File: src/rtl/card_supply_pkg.sv
package card_supply_pkg;

  typedef enum logic [2:0] {
    ST_OFF,
    ST_PWR_WAIT,
    ST_IO_ON,
    ST_CLK_RUN,
    ST_ACTIVE,
    ST_DN_RST,
    ST_DN_CLK,
    ST_DN_IO
  } seqState_e;

  // control -> datapath strobes
  typedef struct packed {
    logic cntClr;
    logic cntInc;
    logic latchTarget;
    logic setLock;
    logic setForce;
    logic clrForce;
  } seqStrobe_t;

  // datapath -> control counter flags
  typedef struct packed {
    logic stepDone;
    logic rstDelayDone;
    logic readyExpired;
  } cntFlags_t;

  localparam int SEL_HI_BIT    = 7;
  localparam int SEL_LO_BIT    = 6;
  localparam int FAULTMODE_BIT = 5;
  localparam int READYMODE_BIT = 4;
  localparam int PDN_BIT       = 0;

endpackage

File: src/rtl/card_supply_dp.sv
module card_supply_dp
  import card_supply_pkg::*;
#(
  parameter int STEP_DLY      = 4,
  parameter int RST_DELAY     = 400,
  parameter int READY_TIMEOUT = 1024
) (
  input  logic       clk,
  input  logic       rstN,
  input  logic       wrEn,
  input  logic [7:0] wrData,
  input  logic       supplyGood,
  input  logic       busy,
  input  seqStrobe_t strobe,
  output logic [1:0] selCfg,
  output logic       faultMode,
  output logic       readyMode,
  output logic       powerDown,
  output logic [1:0] target,
  output logic       lockOut,
  output logic       forceOff,
  output cntFlags_t  flags,
  output logic [7:0] rdData
);

  localparam int CNT_MAX_A = (STEP_DLY > RST_DELAY) ? STEP_DLY : RST_DELAY;
  localparam int CNT_MAX   = (CNT_MAX_A > READY_TIMEOUT) ? CNT_MAX_A : READY_TIMEOUT;
  localparam int CW        = $clog2(CNT_MAX + 1);

  logic [CW-1:0] cnt;
  logic          unusedWr;

  assign unusedWr = ^wrData[3:1];

  // host-visible configuration
  always_ff @(posedge clk or negedge rstN) begin
    if (!rstN) begin
      selCfg    <= 2'b00;
      faultMode <= 1'b0;
      readyMode <= 1'b0;
      powerDown <= 1'b0;
    end else if (wrEn) begin
      selCfg    <= wrData[SEL_HI_BIT:SEL_LO_BIT];
      faultMode <= wrData[FAULTMODE_BIT];
      readyMode <= wrData[READYMODE_BIT];
      powerDown <= wrData[PDN_BIT];
    end
  end

  // target latched at activation start, lockout and forced-off state
  always_ff @(posedge clk or negedge rstN) begin
    if (!rstN) begin
      target   <= 2'b00;
      lockOut  <= 1'b0;
      forceOff <= 1'b0;
    end else begin
      if (strobe.latchTarget) target <= selCfg;
      if (strobe.setLock)          lockOut <= 1'b1;
      else if (selCfg == 2'b00)    lockOut <= 1'b0;
      if (strobe.setForce)         forceOff <= 1'b1;
      else if (strobe.clrForce)    forceOff <= 1'b0;
    end
  end

  // shared step / tick / timeout counter
  always_ff @(posedge clk or negedge rstN) begin
    if (!rstN)              cnt <= '0;
    else if (strobe.cntClr) cnt <= '0;
    else if (strobe.cntInc) cnt <= cnt + 1'b1;
  end

  assign flags.stepDone     = (cnt == CW'(STEP_DLY - 1));
  assign flags.rstDelayDone = (cnt == CW'(RST_DELAY - 1));
  assign flags.readyExpired = (cnt == CW'(READY_TIMEOUT - 1));

  assign rdData = {selCfg, faultMode, readyMode, busy, lockOut, supplyGood, powerDown};

  // a lockout is only dropped after the host has cleared the supply code
  assert_lock_needs_clear_R6: assert property (@(posedge clk) disable iff (!rstN)
    $fell(lockOut) |-> $past(selCfg) == 2'b00);

endmodule

File: src/rtl/card_supply_ctrl.sv
module card_supply_ctrl
  import card_supply_pkg::*;
(
  input  logic       clk,
  input  logic       rstN,
  input  logic [1:0] selCfg,
  input  logic       faultMode,
  input  logic       readyMode,
  input  logic       lockOut,
  input  logic       forceOff,
  input  logic [1:0] target,
  input  cntFlags_t  flags,
  input  logic       supplyGood,
  input  logic       cardEvent,
  input  logic       vddFault,
  input  logic       cardClkTick,
  output seqStrobe_t strobe,
  output logic       busy,
  output logic       supplyEn,
  output logic [1:0] supplyLevel,
  output logic       cardRstN,
  output logic       cardClkEn,
  output logic       cardIoEn,
  output logic       lowRailCmdN,
  output logic       highRailCmdN
);

  seqState_e state, nextState;
  logic faultHit, hostOff, upPhase, railLost, readyTimeout, lockCause, cmdOff;

  assign faultHit     = vddFault && !faultMode;
  assign hostOff      = (selCfg == 2'b00);
  assign upPhase      = state inside {ST_PWR_WAIT, ST_IO_ON, ST_CLK_RUN, ST_ACTIVE};
  assign railLost     = (state inside {ST_IO_ON, ST_CLK_RUN, ST_ACTIVE}) && !supplyGood;
  assign readyTimeout = (state == ST_PWR_WAIT) && !readyMode && !supplyGood && flags.readyExpired;
  assign lockCause    = cardEvent || faultHit || railLost || readyTimeout;

  always_comb begin
    nextState          = state;
    strobe             = '0;
    strobe.setForce    = faultHit && (state != ST_OFF);
    strobe.clrForce    = (state == ST_OFF);
    if (state == ST_OFF) begin
      if (!hostOff && !lockOut) begin
        nextState          = ST_PWR_WAIT;
        strobe.latchTarget = 1'b1;
      end
    end else if (upPhase && (lockCause || hostOff)) begin
      nextState      = ST_DN_RST;
      strobe.setLock = lockCause;
    end else begin
      unique case (state)
        ST_PWR_WAIT: if (supplyGood) nextState = ST_IO_ON;
        ST_IO_ON:    if (flags.stepDone) nextState = ST_CLK_RUN;
        ST_CLK_RUN:  if (cardClkTick && flags.rstDelayDone) nextState = ST_ACTIVE;
        ST_DN_RST:   if (flags.stepDone) nextState = ST_DN_CLK;
        ST_DN_CLK:   if (flags.stepDone) nextState = ST_DN_IO;
        ST_DN_IO:    if (flags.stepDone) nextState = ST_OFF;
        default:     nextState = state;
      endcase
    end
    strobe.cntClr = (nextState != state);
    strobe.cntInc = (state == ST_CLK_RUN) ? cardClkTick
                                          : !(state inside {ST_OFF, ST_ACTIVE});
  end

  always_ff @(posedge clk or negedge rstN) begin
    if (!rstN) state <= ST_OFF;
    else       state <= nextState;
  end

  assign supplyEn     = (state != ST_OFF);
  assign cardIoEn     = state inside {ST_IO_ON, ST_CLK_RUN, ST_ACTIVE, ST_DN_RST, ST_DN_CLK};
  assign cardClkEn    = state inside {ST_CLK_RUN, ST_ACTIVE, ST_DN_RST};
  assign cardRstN     = (state == ST_ACTIVE);
  assign busy         = supplyEn && (state != ST_ACTIVE);
  assign supplyLevel  = supplyEn ? target : 2'b00;
  assign cmdOff       = forceOff || faultHit || !supplyEn;
  assign highRailCmdN = cmdOff || (target != 2'b11);
  assign lowRailCmdN  = cmdOff || !(target inside {2'b01, 2'b10});

  assert_clk_needs_io_R3: assert property (@(posedge clk) disable iff (!rstN)
    cardClkEn |-> cardIoEn);
  assert_rst_needs_clk_R3: assert property (@(posedge clk) disable iff (!rstN)
    cardRstN |-> cardClkEn);
  assert_io_needs_supply_R4: assert property (@(posedge clk) disable iff (!rstN)
    cardIoEn |-> supplyEn);
  assert_level_valid_R1: assert property (@(posedge clk) disable iff (!rstN)
    supplyEn |-> supplyLevel != 2'b00);
  assert_fault_cmd_off_R7: assert property (@(posedge clk) disable iff (!rstN)
    (vddFault && !faultMode) |-> (lowRailCmdN && highRailCmdN));
  assert_event_drops_rst_R5: assert property (@(posedge clk) disable iff (!rstN)
    (cardRstN && cardEvent) |=> !cardRstN);
  assert_timeout_deact_R9: assert property (@(posedge clk) disable iff (!rstN)
    readyTimeout |=> (state == ST_DN_RST && lockOut));

endmodule

File: src/rtl/card_supply_seq.sv
module card_supply_seq
  import card_supply_pkg::*;
#(
  parameter int STEP_DLY      = 4,
  parameter int RST_DELAY     = 400,
  parameter int READY_TIMEOUT = 1024
) (
  input  logic       clk,
  input  logic       rstN,
  input  logic       wrEn,
  input  logic [7:0] wrData,
  output logic [7:0] rdData,
  input  logic       supplyGood,
  input  logic       cardEvent,
  input  logic       vddFault,
  input  logic       cardClkTick,
  output logic       supplyEn,
  output logic [1:0] supplyLevel,
  output logic       cardRstN,
  output logic       cardClkEn,
  output logic       cardIoEn,
  output logic       lowRailCmdN,
  output logic       highRailCmdN,
  output logic       lowPower
);

  seqStrobe_t strobe;
  cntFlags_t  flags;
  logic [1:0] selCfg, target;
  logic       faultMode, readyMode, lockOut, forceOff, busy;

  card_supply_dp #(
    .STEP_DLY(STEP_DLY), .RST_DELAY(RST_DELAY), .READY_TIMEOUT(READY_TIMEOUT)
  ) dp (
    .clk(clk), .rstN(rstN), .wrEn(wrEn), .wrData(wrData),
    .supplyGood(supplyGood), .busy(busy), .strobe(strobe),
    .selCfg(selCfg), .faultMode(faultMode), .readyMode(readyMode),
    .powerDown(lowPower), .target(target), .lockOut(lockOut),
    .forceOff(forceOff), .flags(flags), .rdData(rdData)
  );

  card_supply_ctrl ctrl (
    .clk(clk), .rstN(rstN), .selCfg(selCfg), .faultMode(faultMode),
    .readyMode(readyMode), .lockOut(lockOut), .forceOff(forceOff),
    .target(target), .flags(flags), .supplyGood(supplyGood),
    .cardEvent(cardEvent), .vddFault(vddFault), .cardClkTick(cardClkTick),
    .strobe(strobe), .busy(busy), .supplyEn(supplyEn),
    .supplyLevel(supplyLevel), .cardRstN(cardRstN), .cardClkEn(cardClkEn),
    .cardIoEn(cardIoEn), .lowRailCmdN(lowRailCmdN), .highRailCmdN(highRailCmdN)
  );

  assert_lock_holds_off_R6: assert property (@(posedge clk) disable iff (!rstN)
    (lockOut && !supplyEn) |=> !supplyEn);

endmodule

File: config.mk
export PLATFORM = sky130hd
export DESIGN_NAME = card_supply_seq
export DESIGN_NICKNAME = d
export VERILOG_FILES = /design/src/rtl/card_supply_pkg.sv /design/src/rtl/card_supply_dp.sv /design/src/rtl/card_supply_ctrl.sv /design/src/rtl/card_supply_seq.sv
export SDC_FILE = /design/constraint.sdc
export NUM_CORES = 1
export LEC_CHECK = 0
export BUFFER_PORTS_ARGS = -buffer_cell sky130_fd_sc_hd__buf_2
export CORE_ASPECT_RATIO = 0.75
export CORE_UTILIZATION = 35
export DETAILED_ROUTE_END_ITERATION = 12
export PLACE_DENSITY = 0.64
export SETUP_SLACK_MARGIN = 0.02
export SYNTH_ARGS = -nofsm -noshare
export SYNTH_HDL_FRONTEND = slang
export SYNTH_SLANG_ARGS = --single-unit
File: constraint.sdc
create_clock -name clk -period 2.2 [get_ports clk]
set_input_delay 0.11 -clock clk [delete_from_list [all_inputs] [get_ports clk]]
set_output_delay 0.11 -clock clk [all_outputs]
set_load 0.01 [all_outputs]
==> results.ini, run 1 <==
[run_status]
status=complete, no violations

[logic_synthesis]
syn-cell-area_um2=1500
ys_seq_area_frac=0.383
synth-seq-cells=23
synthFlopType=dfrtp_1
synth_top_area_share=0.383
ys_warn_count=0
async_flop_share=1.00
synthCells=154
synthTopCellsByCount=dfrtp_1, nor2_1, xor2_1
yosysMostFrequentCell=dfrtp_1
avgSynthCellArea_um2=9.75
synth_top_cell_by_area=dfrtp_1
ys_types=47
synth_top_cells_by_area=dfrtp_1, mux2_2, xor2_1, nor2_1, buf_4
synthesis.nets=171
synth_edf_count=0

[floorplan]
core_area_um2=4080
die_width_um=77.6
die_y_um=58.7
initial_core_util=0.368
ios=32
rows=20
dieArea_um2=4560

[clock_tree]
h-tree-depth=1
cts_tree=yes
clk_latency_ps=260
clkSlewWorstSetupHoldPaths_ps=80
numCtsBuffers=3
cts.sinks=23
cts_buffer_depth=2
root_buffer=clkbuf_8

[worst_setup_path]
slowest_stage=or4_4
cp_max_fo=4
path_class=reg -> reg
critPathRequiredTime_ps=2340
crit_start=dp.cnt[4]$_DFFE_PN0P_
crit_chain=or4_4 > nor4b_4 > buf_4 > o31ai_1 > or4_1
cpPeakStageDelay_ps=590
rr_startpoint=dp.cnt[4]$_DFFE_PN0P_
cp_data_arrival_time_ps=2290
crit_path_end_kind=flip-flop
start_kind=flip-flop

[final_layout]
regArea_um2=576
post-route-util=0.431
nNetsFinal=205
antenna_cells=0
drive_above_1_share=0.358
area_growth_pct=17.1
multiInputGateArea_um2=785
nFillCells=402

[timing]
finalCriticalPeriod_ps=2150
finalWorstSetupSlack_ps=51.0
fmax_mhz=465
relSlewSlack=0.650
hold_violations=0
finalSetupViolCount=0
maxSlewViolCount=0
worst_pin_slew_ps=511
rsz0062_at_grt=yes
finalCritPeriodShare=0.977
finalClockSkew_ps=1.14
whs_ps=69.8

[global_routing]
grt_pass1_vias=1118
globalRoute.totalOverflow=0
antenna_found_initial=0
grt_pass1_wl_mm=5.41
grt_usage=0.154
grt_max_degree=24

[detailed_routing]
vias_per_cell=5.16
drt_iter0_drc=130
ant_nets=0
wirelength_mm=3.20
num_vias=1249
detail_route.wl_per_cell_um=13.2
drt-pass1-iter-count=4
drc=0

[power_and_ir_drop]
worst_ir_drop_vdd_mv=0.299
power_density_nw_per_um2=934
p_leak_nw=0.793
p_total_mw=1.64

[placement]
io_buffers=28
place.gp.congestion=0.898
dp_hpwl_mm=2.32
dp_slack_ps=109

[job]
maxCapViolations=0

[min_path]
hold_path_startpoint=wrData[6]
hold_path.class=in -> reg

per-stage QoR:
step,cells,cell area [um2],TNS (ps)
2_1_floorplan,154,1500,0
6_report,242,1760,0
5_1_grt,242,1760,-36.5
4_1_cts,239,1730,0
3_5_place_dp,234,1670,0
3_3_place_gp,234,1670,0
cell families after synthesis:
family,Yosys count,synth area share
simple gates,65,0.265
compound gates,23,0.112
flops,23,0.383
buf+inv,22,0.100
xor+xnor,11,0.0642
mux,8,0.0592
fa+ha+maj,2,0.0167
layout make-up:
cell class,count,share of cell area
multi-input cells,109,0.446
flip-flops and latches,23,0.327
repair buffers,43,0.144
well taps,55,0.0391
clock buffers,3,0.0235
inverters,8,0.0171
clock inverters,1,0.00285
timing repair:
item                                    CTS  global route
hold endpoints to repair                 23             0
endpoints found under the setup margin    0            13
buffers inserted                          0             2
resized for setup                         0             3
hold buffers                              1             0
per-layer routing:
metal / track usage / wire length (um)
met1: 0.244 / 1660
met2: 0.204 / 1380
met3: 0.0372 / 144
met4: 0.0350 / 14
met5: 0 / 0
worst max-delay path, delay by kind of cell (launching register included):
family | cells | cell delay (ps)
compound gates | 1 | 50
flops | 1 | 390
buf+inv | 1 | 180
simple gates | 3 | 1410
flip-flops by register name (all words and copies together) (netlist names):
register and flops:
dp.cnt 11, ctrl.state 3, dp.selCfg 2, dp.target 2, dp.faultMode 1, dp.forceOff 1
dp.lockOut 1, dp.powerDown 1, dp.readyMode 1
cells in the final DEF, fill, tap and decap left out, types with 3 or more instances in the layout:
master and n:
buf_2 29, dfrtp_1 23, nor2_1 20, buf_4 13, xor2_1 9, inv_1 8
nand4_1 8, mux2_2 7, nand2_1 5, nor2b_1 5, o21ai_0 5, nand3_1 4
or3b_2 3, nor4_1 3, o31ai_1 3, clkbuf_8 3
worst paths after layout:
kind                                       endpoint  slack [ps]  depth (start not counted)
hold / removal             dp.selCfg[0]$_DFFE_PN0P_          70                          2
setup / recovery            ctrl.state[0]$_DFF_PN0_          50                          5
hold reg to reg             dp.forceOff$_DFFE_PN0P_         520                          2
min in group asynchronous     dp.cnt[2]$_DFFE_PN0P_         340                          2
setup reg to reg            ctrl.state[0]$_DFF_PN0_          50                          5
max in group asynchronous   ctrl.state[1]$_DFF_PN0_        1520                          2
power breakdown:
| group | switching, mW | internal, mW |
|---|---|---|
| clock | 0.139 | 0.127 |
| combinational | 0.440 | 0.362 |
| sequential | 0.0722 | 0.501 |
| total | 0.652 | 0.990 |
Power figures use the tool's default switching activity.
==> inputs of run 2 (changes only) <==
REMOVE_ABC_BUFFERS = 1   (was not set)
==> run 2 against run 1 <==
Net effect:
- critical path type unchanged
- setup slack gained 66 ps
- non-clock buffer count is the same
- flip-flop and latch count is the same
- via count shrank 3.7%
==> results.ini, run 2 (synthesis gave the netlist of run 1 again) <==
[detailed_routing]
drc=0
drt-pass1-iter-count=4
ant_nets=0
vias_per_cell=4.97
wirelength_mm=3.22
num_vias=1203
detail_route.wl_per_cell_um=13.3
drt_iter0_drc=77

[timing]
finalSetupViolCount=0
finalClockSkew_ps=6.05
relSlewSlack=0.637
finalWorstSetupSlack_ps=117
fmax_mhz=480
worst_pin_slew_ps=531
finalCriticalPeriod_ps=2080
tns_ps=0
maxSlewViolCount=0
hold_violations=0
rsz0062_at_grt=no
finalCritPeriodShare=0.947

[global_routing]
grt_usage=0.159
antenna_found_initial=0
grt_pass1_wl_mm=5.56
grt_max_degree=24
grt_pass1_vias=1120
globalRoute.totalOverflow=0

[clock_tree]
clk_latency_ps=260
cts_buffer_depth=2
clkSlewWorstSetupHoldPaths_ps=80
root_buffer=clkbuf_8
cts_tree=yes
h-tree-depth=1
cts.sinks=23
numCtsBuffers=3

[floorplan]
ios=32
rows=20
core_area_um2=4080
dieArea_um2=4560
die_y_um=58.7
die_width_um=77.6
initial_core_util=0.368

[final_layout]
final_area_um2=1760
area_growth_pct=17.3
layout_common_cells=buf_2, dfrtp_1, nor2_1
layout_commonest_cell=buf_2
antenna_cells=0
nNetsFinal=205
reg_top3=dp.cnt (11), ctrl.state (3)
largest_reg_flops=11
drive_above_1_share=0.358
regMostFlops=dp.cnt
nFillCells=409

[job]
maxCapViolations=0

[run_status]
status=complete, no violations

[placement]
io_buffers=28
dp_hpwl_mm=2.45
dp_slack_ps=105
place_area_um2=1690
place.gp.congestion=0.787

[worst_setup_path]
critPathRequiredTime_ps=2340
rr_startpoint=dp.cnt[4]$_DFFE_PN0P_
path_class=reg -> reg
crit_start=dp.cnt[4]$_DFFE_PN0P_
reg2reg_to=ctrl.state[0]$_DFF_PN0_
cp_max_fo=4
crit_path_end_kind=flip-flop
r2r_slack_ps=120
cp_data_arrival_time_ps=2220
start_kind=flip-flop
reg2regPathDepth=4

[power_and_ir_drop]
p_total_mw=1.60
p_leak_nw=0.794
power_density_nw_per_um2=907
worst_ir_drop_vdd_mv=0.462

[min_path]
hold_path.class=in -> reg
hold_path_startpoint=wrData[0]
hold_path_depth=2
holdPathEnd=dp.powerDown$_DFFE_PN0P_

==> run 2: worst max path at each step <==
stage	endpoint	slack, ps	depth (start not counted)
6_report	ctrl.state[0]$_DFF_PN0_	120	4
3_3_place_gp	ctrl.state[1]$_DFF_PN0_	120	6
4_1_cts	ctrl.state[1]$_DFF_PN0_	70	6
5_1_grt	dp.cnt[8]$_DFFE_PN0P_	20	8
2_1_floorplan	dp.cnt[0]$_DFFE_PN0P_	-110	6
3_5_place_dp	ctrl.state[1]$_DFF_PN0_	100	6
==> run 2: layout make-up <==
| cell class | instances | area, um2 | area share |
|---|---|---|---|
| multi-input cells | 109 | 785 | 0.446 |
| flip-flops and latches | 23 | 576 | 0.327 |
| repair buffers | 43 | 255 | 0.145 |
| well taps | 55 | 68.8 | 0.0391 |
| clock buffers | 3 | 41.3 | 0.0235 |
| inverters | 8 | 30.0 | 0.0171 |
| clock inverters | 1 | 5.00 | 0.00284 |
==> run 2: repair_timing <==
action | in CTS | in global routing
endpoints found under the hold margin | 23 | 0
endpoints found under the setup margin | 0 | 13
hold buffers | 1 | 0
buffers inserted | 0 | 1
gates resized for setup | 0 | 2
==> run 2: critical path, stage by stage (launching register included) <==
cell and delay, ps:
dfrtp_1 400, or4_4 590, nor4_4 280, a2111oi_0 170
or4_1 520
==> run 2: per-stage QoR <==
step / instances / hold slack (ps) / util
5_1_grt: 242 / 70.8 / 0.432
3_5_place_dp: 236 / 121 / 0.414
4_1_cts: 241 / 70.2 / 0.428
6_report: 242 / 77.7 / 0.432
3_3_place_gp: 236 / 123 / 0.414
2_1_floorplan: 140 / -186 / -
==> run 2: per-layer routing <==
metal  track usage  vias up  share of wire
li1              -      617              -
met1         0.248      558           0.56
met2         0.228       26           0.40
met3        0.0326        2          0.038
met4        0.0243        0         0.0044
met5             0        -              0
==> run 2: power by group <==
part	internal, mW	leakage, nW	switching (mW)	total (mW)
clock network	0.126	0.0255	0.134	0.260
registers	0.501	0.290	0.0696	0.571
logic	0.348	0.478	0.417	0.766
==> inputs of run 3 (changes only) <==
CELL_PAD_IN_SITES_DETAIL_PLACEMENT = 0   (was not set)
CELL_PAD_IN_SITES_GLOBAL_PLACEMENT = 1   (was not set)
PLACE_DENSITY = 0.79   (was 0.64)
==> run 3 against run 2 <==
Net effect:
- power rose by 5.1%
- die area is the same
- hold slack worse by 12 ps
- clock power increased by 9.6%
- first-iteration DRC count is 18% higher
- flip-flop and latch count is the same
- combinational power is 6.8% higher
- sequential share of layout area decreased by 0.57 points
- final cell count up 1.2%
- maximum frequency is 0.61% lower
- register-to-register slack is essentially flat
- critical path type unchanged
==> results.ini, run 3 (synthesis gave the netlist of run 1 again) <==
[run_status]
status=complete, no violations

[timing]
finalCritPeriodShare=0.952
hold_violations=0
relSlewSlack=0.638
worst_pin_slew_ps=544
finalWorstSetupSlack_ps=105
finalClockSkew_ps=5.43
finalCriticalPeriod_ps=2100
rsz0062_at_grt=no
tns_ps=0
fmax_mhz=477
finalSetupViolCount=0
maxSlewViolCount=0

[floorplan]
ios=32
die_y_um=58.7
die_width_um=77.6
rows=20
dieArea_um2=4560
initial_core_util=0.368
core_area_um2=4080

[final_layout]
layout_common_cells=buf_2, dfrtp_1, nor2_1
area_growth_pct=19.3
largest_reg_flops=11
layout_commonest_cell=buf_2
antenna_cells=0
drive_above_1_share=0.379
reg_top3=dp.cnt (11), ctrl.state (3)
regMostFlops=dp.cnt
nNetsFinal=208
final_area_um2=1790
post-route-util=0.439

[detailed_routing]
vias_per_cell=5.24
drc=0
num_vias=1283
detail_route.wl_per_cell_um=15.1
drt-pass1-iter-count=4
wirelength_mm=3.71
ant_nets=0
drt_iter0_drc=91

[worst_setup_path]
reg2regPathDepth=5
path_class=reg -> reg
start_kind=flip-flop
critPathRequiredTime_ps=2360
crit_path_end_kind=flip-flop
cp_data_arrival_time_ps=2250
cp_max_fo=5

[clock_tree]
root_buffer=clkbuf_8
h-tree-depth=1
cts_buffer_depth=2
cts_tree=yes
clk_latency_ps=280
clkSlewWorstSetupHoldPaths_ps=90
cts.sinks=23
numCtsBuffers=3

[global_routing]
antenna_found_initial=0
grt_usage=0.174
grt_max_degree=24
grt_pass1_wl_mm=6.11
globalRoute.totalOverflow=0
grt_pass1_vias=1246

[power_and_ir_drop]
p_leak_nw=0.802
worst_ir_drop_vdd_mv=0.298
p_switching_mw=0.683
power_density_nw_per_um2=937
p_total_mw=1.68
power_frac_seq=0.343
switching_share=0.407
p_comb_frac=0.487
clkPwrFrac=0.170
internal_power_mw=0.995

[placement]
dp_slack_ps=87.4
place_area_um2=1700
io_buffers=28
place.gp.congestion=0.839
dp_hpwl_mm=2.68

[min_path]
hold_path_depth=2
hold_path.class=in -> reg

[job]
maxCapViolations=0

-- run 3: changes by cell type in the layout (fill, tap and decap cells not counted) --
| cell | delta |
|---|---|
| buf_4 | +2 |
| a2111oi_0 | -1 |
| a2111oi_2 | +1 |
| buf_2 | +1 |
| clkinv_2 | -1 |
| clkinvlp_4 | +1 |
| ha_1 | -1 |
| ha_2 | +1 |
| o21ai_0 | -1 |
| o21ai_1 | +1 |
-- run 3: power by group through the flow --
| stage | sequential [mW] | combinational, mW | clock (mW) |
|---|---|---|---|
| 2_1_floorplan | 0.609 | 0.422 | 0 |
| 3_3_place_gp | 0.576 | 0.750 | 0 |
| 3_5_place_dp | 0.582 | 0.769 | 0 |
| 4_1_cts | 0.573 | 0.775 | 0.291 |
| 5_1_grt | 0.587 | 0.903 | 0.304 |
| 6_report | 0.575 | 0.818 | 0.285 |
-- run 3: timing repair --
| action | CTS | global route |
|---|---|---|
| resized for setup | 0 | 7 |
| setup endpoints to repair | 0 | 13 |
| hold endpoints to repair | 23 | 0 |
| setup buffers | 0 | 2 |
| hold buffers | 1 | 0 |
-- run 3: layout make-up --
cell class | count | area (um2)
fill | 413 | 2290
multi-input combinational | 109 | 793
sequential | 23 | 576
timing repair buffer | 46 | 275
tap | 55 | 68.8
clock buffer | 3 | 41.3
inverter | 8 | 30.0
clock inverter | 1 | 7.51
-- run 3: worst paths after layout --
check                           slack [ps]                        to               startpoint
worst min-delay path                    70  dp.selCfg[0]$_DFFE_PN0P_                wrData[6]
worst max register to register         100   ctrl.state[0]$_DFF_PN0_    dp.cnt[4]$_DFFE_PN0P_
min in group asynchronous              340   ctrl.state[0]$_DFF_PN0_                     rstN
max in group asynchronous             1490     dp.cnt[7]$_DFFE_PN0P_                     rstN
worst max-delay path                   100   ctrl.state[0]$_DFF_PN0_    dp.cnt[4]$_DFFE_PN0P_
worst min register to register         510   dp.forceOff$_DFFE_PN0P_  dp.forceOff$_DFFE_PN0P_
-- run 3: routing by layer --
metal / GRT usage / vias up / part of all wire
met2: 0.284 / 31 / 0.46
met1: 0.237 / 631 / 0.49
met4: 0.0485 / 0 / 0.011
met3: 0.0341 / 4 / 0.044
li1: - / 617 / -
met5: 0 / - / 0
-- run 3: stage by stage --
stage | std cells | hold slack [ps]
2_1_floorplan | 140 | -186
4_1_cts | 242 | 60.0
3_3_place_gp | 237 | 116
5_1_grt | 245 | 60.1
3_5_place_dp | 237 | 124
6_report | 245 | 65.2
-- run 3: critical path, cell delays in order (launching register included) --
cell	delay [ps]
dfrtp_1	430
or4_4	580
nor4b_4	280
buf_4	170
o31ai_1	60
or4_1	460
